**src/rtl/sar_seq_pkg.sv**
```systemverilog
package sar_seq_pkg;

    typedef enum logic [1:0] {
        ST_IDLE   = 2'd0,
        ST_ARMED  = 2'd1,
        ST_SAMPLE = 2'd2,
        ST_TRIAL  = 2'd3
    } seq_state_e;

    typedef struct packed {
        seq_state_e state;
    } seq_regs_t;

endpackage

```
**src/rtl/sar_trig_edge.sv**
```systemverilog
module sar_trig_edge (
    input  logic clk,
    input  logic rst_n,
    input  logic trig_in,
    output logic trig_rise
);

    typedef struct packed {
        logic prev;
    } edge_regs_t;

    edge_regs_t r_d, r_q;

    always_comb begin
        r_d      = r_q;
        r_d.prev = trig_in;
    end

    always_ff @(posedge clk) begin
        if (!rst_n) r_q <= '0;
        else        r_q <= r_d;
    end

    assign trig_rise = trig_in & ~r_q.prev;

endmodule

```
**src/rtl/sar_phase_timer.sv**
```systemverilog
module sar_phase_timer #(
    parameter int LEN_W = 8
) (
    input  logic             clk,
    input  logic             rst_n,
    input  logic             load,
    input  logic [LEN_W-1:0] load_val,
    output logic             last
);

    localparam logic [LEN_W-1:0] ONE = LEN_W'(1);

    typedef struct packed {
        logic [LEN_W-1:0] cnt;
    } tmr_regs_t;

    tmr_regs_t r_d, r_q;

    always_comb begin
        r_d = r_q;
        if (load) begin
            // a programmed length of zero is stretched to one clock
            r_d.cnt = (load_val == '0) ? ONE : load_val;
        end else if (r_q.cnt > ONE) begin
            r_d.cnt = r_q.cnt - ONE;
        end
    end

    always_ff @(posedge clk) begin
        if (!rst_n) r_q <= '0;
        else        r_q <= r_d;
    end

    assign last = (r_q.cnt <= ONE);

endmodule

```
**src/rtl/sar_bit_core.sv**
```systemverilog
module sar_bit_core #(
    parameter int RES_W = 10
) (
    input  logic             clk,
    input  logic             rst_n,
    input  logic             start,
    input  logic             decide,
    input  logic             cmp_in,
    output logic [RES_W-1:0] sar,
    output logic [RES_W-1:0] result,
    output logic             eoc
);

    localparam int IDX_W = (RES_W > 1) ? $clog2(RES_W) : 1;
    localparam logic [IDX_W-1:0] MSB_IDX = IDX_W'(RES_W - 1);
    localparam logic [RES_W-1:0] LSB_ONE = RES_W'(1);
    localparam logic [RES_W-1:0] MSB_ONE = LSB_ONE << (RES_W - 1);

    typedef struct packed {
        logic [RES_W-1:0] sar;
        logic [IDX_W-1:0] idx;
        logic [RES_W-1:0] result;
        logic             eoc;
    } core_regs_t;

    core_regs_t r_d, r_q;

    logic [RES_W-1:0] bit_mask;
    logic [RES_W-1:0] next_mask;
    logic [RES_W-1:0] decided;

    always_comb begin
        bit_mask  = LSB_ONE << r_q.idx;
        next_mask = bit_mask >> 1;
        // the trial bit survives only when the input is at or above the tap
        decided   = cmp_in ? r_q.sar : (r_q.sar & ~bit_mask);

        r_d     = r_q;
        r_d.eoc = 1'b0;
        if (start) begin
            r_d.sar = MSB_ONE;
            r_d.idx = MSB_IDX;
        end else if (decide) begin
            if (r_q.idx == '0) begin
                r_d.sar    = decided;
                r_d.result = decided;
                r_d.eoc    = 1'b1;
            end else begin
                r_d.sar = decided | next_mask;
                r_d.idx = r_q.idx - 1'b1;
            end
        end
    end

    always_ff @(posedge clk) begin
        if (!rst_n) r_q <= '0;
        else        r_q <= r_d;
    end

    assign sar    = r_q.sar;
    assign result = r_q.result;
    assign eoc    = r_q.eoc;

endmodule

```
**src/rtl/sar_conv_seq.sv**
```systemverilog
module sar_conv_seq #(
    parameter int RES_W = 10,
    parameter int LEN_W = 8
) (
    input  logic             clk,
    input  logic             rst_n,
    input  logic             enable,
    input  logic             trig_mode,
    input  logic [LEN_W-1:0] samp_len,
    input  logic [LEN_W-1:0] trial_len,
    input  logic             tmr_trig,
    input  logic             cmp_in,
    output logic             sample_on,
    output logic             hold,
    output logic [RES_W-1:0] dac_code,
    output logic [RES_W-1:0] result,
    output logic             eoc_irq
);

    import sar_seq_pkg::*;

    seq_regs_t r_d, r_q;

    logic             trig_rise;
    logic             tmr_last;
    logic             tmr_load;
    logic [LEN_W-1:0] tmr_val;
    logic             core_start;
    logic             core_decide;
    logic             core_eoc;
    logic [RES_W-1:0] sar_val;
    logic             final_trial;
    logic [RES_W-1:0] lsb_mask;

    sar_trig_edge u_edge (
        .clk       (clk),
        .rst_n     (rst_n),
        .trig_in   (tmr_trig),
        .trig_rise (trig_rise)
    );

    sar_phase_timer #(.LEN_W(LEN_W)) u_timer (
        .clk      (clk),
        .rst_n    (rst_n),
        .load     (tmr_load),
        .load_val (tmr_val),
        .last     (tmr_last)
    );

    sar_bit_core #(.RES_W(RES_W)) u_core (
        .clk    (clk),
        .rst_n  (rst_n),
        .start  (core_start),
        .decide (core_decide),
        .cmp_in (cmp_in),
        .sar    (sar_val),
        .result (result),
        .eoc    (core_eoc)
    );

    // the last trial is the one whose lowest set bit is bit 0
    assign lsb_mask    = RES_W'(1);
    assign final_trial = |(sar_val & lsb_mask);

    always_comb begin
        r_d         = r_q;
        tmr_load    = 1'b0;
        tmr_val     = trial_len;
        core_start  = 1'b0;
        core_decide = 1'b0;

        if (!enable) begin
            r_d.state = ST_IDLE;
        end else begin
            unique case (r_q.state)
                ST_IDLE: begin
                    if (!trig_mode) begin
                        r_d.state = ST_SAMPLE;
                        tmr_load  = 1'b1;
                        tmr_val   = samp_len;
                    end else begin
                        r_d.state = ST_ARMED;
                    end
                end
                ST_ARMED: begin
                    if (trig_rise) begin
                        r_d.state = ST_SAMPLE;
                        tmr_load  = 1'b1;
                        tmr_val   = samp_len;
                    end
                end
                ST_SAMPLE: begin
                    if (tmr_last) begin
                        r_d.state  = ST_TRIAL;
                        tmr_load   = 1'b1;
                        tmr_val    = trial_len;
                        core_start = 1'b1;
                    end
                end
                ST_TRIAL: begin
                    if (tmr_last) begin
                        core_decide = 1'b1;
                        tmr_load    = 1'b1;
                        if (final_trial) begin
                            if (trig_mode) begin
                                r_d.state = ST_ARMED;
                            end else begin
                                r_d.state = ST_SAMPLE;
                                tmr_val   = samp_len;
                            end
                        end
                    end
                end
                default: r_d.state = ST_IDLE;
            endcase
        end
    end

    always_ff @(posedge clk) begin
        if (!rst_n) r_q <= '{state: ST_IDLE};
        else        r_q <= r_d;
    end

    assign sample_on = (r_q.state == ST_SAMPLE);
    assign hold      = (r_q.state == ST_TRIAL);
    assign dac_code  = hold ? sar_val : '0;
    assign eoc_irq   = core_eoc;

endmodule

```
**config.mk**
```make
export PLATFORM = sky130hd
export DESIGN_NAME = sar_conv_seq
export DESIGN_NICKNAME = d
export VERILOG_FILES = /design/src/rtl/sar_seq_pkg.sv /design/src/rtl/sar_trig_edge.sv /design/src/rtl/sar_phase_timer.sv /design/src/rtl/sar_bit_core.sv /design/src/rtl/sar_conv_seq.sv
export SDC_FILE = /design/constraint.sdc
export NUM_CORES = 1
export LEC_CHECK = 0
export CORE_MARGIN = 8
export CORE_UTILIZATION = 50
export CTS_BUF_LIST = sky130_fd_sc_hd__clkbuf_4 sky130_fd_sc_hd__clkbuf_8
export CTS_CLUSTER_DIAMETER = 150
export CTS_CLUSTER_SIZE = 20
export DETAILED_ROUTE_END_ITERATION = 8
export DONT_BUFFER_PORTS = 1
export HOLD_SLACK_MARGIN = 0.08
export SETUP_SLACK_MARGIN = 0.15
export SLEW_MARGIN = 25
export SYNTH_ARGS = -nofsm -noshare
export SYNTH_HDL_FRONTEND = slang
export SYNTH_SLANG_ARGS = --single-unit
```
**constraint.sdc**
```tcl
create_clock -name clk -period 3.4 [get_ports clk]
set_input_delay 0.68 -clock clk [delete_from_list [all_inputs] [get_ports clk]]
set_output_delay 0.68 -clock clk [all_outputs]
set_load 0.01 [all_outputs]
```
==> results.txt <==
----------------------------------------------------
[Run status]
  Result of the run ... completed

[Yosys]
  List of most frequent post-synthesis cells ... sky130_fd_sc_hd__nand2_1 (46), sky130_fd_sc_hd__dfxtp_1 (36), sky130_fd_sc_hd__a21oi_1 (23), sky130_fd_sc_hd__nor2_1 (22), sky130_fd_sc_hd__nand3_1 (18)
  Primary FF master, synth ... sky130_fd_sc_hd__dfxtp_1
  Most instantiated library cell after synthesis ... sky130_fd_sc_hd__nand2_1
  Cell type with the highest aggregate area in the netlist ... sky130_fd_sc_hd__dfxtp_1
  Proportion of register bits with asynchronous set or reset after synthesis ... 0
  Share of Yosys cell area claimed by the top area cell type ... 0.278
  Cell Area, Synth ... 0.00259 mm2
  Synth area leaders ... sky130_fd_sc_hd__dfxtp_1 (28%), sky130_fd_sc_hd__nand2_1 (6.7%), sky130_fd_sc_hd__ha_1 (5.3%)
  Number of library cell types mapped by synthesis ... 57
  Number of standard cells after synthesis ... ~330
  EDFF count, synth ... 0
  Synthesis warning total ... 0
  Flip-flop and latch count after synthesis ... 36
  Sequential fraction of the synthesis area ... 0.278
  Nets in the synthesized netlist ... ~370
  Mean Syn Cell Area ... just under 8 um2

[Setup path]
  Worst setup path class ... reg2reg
  Data arrival at the endpoint of the critical path ... 2.91 ns
  Sort of element at the start of the critical path ... flop
  Highest net fanout along the worst path ... 10
  CP endpoint kind ... flop
  Setup slack, reg-to-reg ... 0.68 ns
  Critical path data required time ... between 3 and 4 ns

[Timing]
  Final Hold Slack ... 0.500 ns
  Aggregate negative setup slack ... 0 ns
  Max_slew headroom ... 0.474
  Setup repair after global routing missed its margin ... no
  Final setup slack of the worst path ... 0.676 ns
  Final setup violating endpoints ... 0
  Peak Freq ... about 370 MHz
  Pins over their slew limit ... 0
  Minimum period implied by the final worst setup slack ... 2.72 ns
  Tightest Pin Transition ... roughly 0.78 ns
  Final-report hold violation count ... 0
  Share of the clock period used by the worst path after layout ... 0.801
  Worst clock skew ... 0.00703 ns

[Placement]
  Port buffer count ... 0
  Detailed placer's ending HPWL ... 5140 um
  RePlAce Congestion ... approximately 0.86
  Pre-CTS setup slack ... 0.764 ns

[Global route]
  Antenna violations before repair ... 0
  Pin count of the biggest net entering global routing ... 22
  Number of global-route vias before repair ... 2,133
  Wire length of the first global-routing pass ... roughly 11,000 um
  Total global-route track usage ... 0.183
  Final global-route overflow total ... 0

[Power and ir drop]
  Pwr per Cell Area ... around 530 mW/mm2
  Pleak ... 0.934 nW
  Max IR drop VDD ... about 0.00025 V

[Drt]
  Average wire length per cell after detail routing ... 18.0 um
  Drt via density ... 6.09
  Number of iterations in the first detailed-routing pass ... 5
  # DRC ... 0
  Overall via count from detail_route ... ~2,400
  Detailed Route Iter0 Violations ... roughly 160
  Aggregate routed wire length ... 6950 um
  Residual antenna-violating net count after detailed routing ... 0

[Floorplan]
  Overall die area ... 0.00775 mm2
  Starting density of the core ... 0.514
  Total number of placement rows ... 26
  I/O Pins ... 45
  DIE WIDTH ... ~90 um
  Die Span Y ... roughly 90 um
  Core region area ... a little over 0.005 mm2

[Final layout]
  Seq. cell area ... 721 um2
  Share of cells above drive strength 1 ... 0.0820
  Inserted Diodes ... 0
  Layout filler cell count ... roughly 500
  Layout overhead on the synthesized area ... 2.03%
  NumNets Final ... 349
  Area of the multi-input gates ... roughly 0.0017 mm2

[Clock tree]
  CTS clock-pin slew for the worst setup and hold paths ... 0.07 ns
  Number of CTS-inserted buffers ... 5
  Clock latency of the later-clocked register in the worst-skew pair ... ~0.29 ns
  Cts hold-fix bufs ... 0
  Post-CTS Resized ... 0
  # clock sinks ... 36
  Maximum count of clock buffers along a single path ... 2
  Clock tree from TritonCTS ... done
  Number of buffers added for setup after CTS ... 0
  CTS root buffer ... sky130_fd_sc_hd__clkbuf_8
  Total number of H-tree levels ... 2

[Run]
  Max-cap violations ... 0

[Worst hold path]
  Path class of the lowest-slack min-delay path ... reg2reg

----------------------------------------------------
## where the power goes
part | switching, mW | leakage (nW) | internal, mW | total, mW
sequential | 0.0611 | 0.293 | 0.473 | 0.534
combinational | 0.326 | 0.593 | 0.215 | 0.541
clock | 0.156 | 0.0479 | 0.173 | 0.329
## worst max-delay path: stages, from the launching register on
cell and delay [ns]:
sky130_fd_sc_hd__dfxtp_1 0.34, sky130_fd_sc_hd__or4_1 0.66, sky130_fd_sc_hd__nor3_2 0.60, sky130_fd_sc_hd__a31oi_1 0.16, sky130_fd_sc_hd__o41ai_1 0.47, sky130_fd_sc_hd__nor4_1 0.13, sky130_fd_sc_hd__a41o_1 0.25
## cell type report
type                            count  area share
Clock buffer                        7      0.0340
Tap cell                           70      0.0331
Inverter                           11      0.0156
Clock inverter                      1     0.00284
Sequential cell                    36       0.272
Multi-Input combinational cell    259       0.634
Timing Repair Buffer                3     0.00851
## cells in the final DEF, fill, tap and decap left out, drive strengths merged, types with 5 or more instances in the layout
cell type	n
a211oi	5
nand3	18
nand2b	8
nor3	8
mux2	7
inv	10
nand2	46
nor2b	5
a21oi	23
o21ai	13
and2	13
a22oi	8
mux2i	5
nor4	5
ha	11
o211ai	6
dfxtp	36
clkbuf	7
nor2	22
## per-stage QoR
stage	util	instances	power (mW)	instance area, um2
after CTS	0.525	387	1.40	2650
after global placement	0.505	379	1.07	2550
after detailed placement	0.505	379	1.06	2550
after floorplan	-	334	0.964	2590
after global routing	0.525	387	1.49	2650
final	0.525	387	1.40	2650
## sequential cells by signal (all words and copies together), names as in the netlist
name	flops
r_q	2
u_core.eoc	1
u_core.r_q	4
u_core.result	10
u_core.sar	10
u_edge.r_q	1
u_timer.r_q	8
## layer usage
layer	GRT usage	up-vias	wire length [um]
met5	0	-	0
met4	0.0522	0	66
met3	0.0413	7	425
met2	0.263	56	2960
met1	0.262	1120	3490
li1	-	1173	-
## path summary, 6_finish.rpt
| path | cells after the start | from | to |
|---|---|---|---|
| worst max-delay path | 6 | u_timer.r_q[4] | u_timer.r_q[0] |
| worst min-delay path | 2 | u_core.result[0] | u_core.result[0] |
| worst max register to register | 6 | u_timer.r_q[4] | u_timer.r_q[0] |
| worst min register to register | 2 | u_core.result[0] | u_core.result[0] |
## kinds of logic (layout without fill, tap and decap cells)
logic type	Yosys count	after routing	synth area share
adder cells (fa/ha/maj)	11	11	0.0531
AO/OA/AOI/OAI	92	92	0.246
AND/OR/NAND/NOR	138	138	0.277
buffers and inverters	39	22	0.0757
XOR/XNOR	6	6	0.0203
multiplexers	12	12	0.0497
flip-flops	36	36	0.278
No activity file was read; power rests on OpenSTA's default activity.
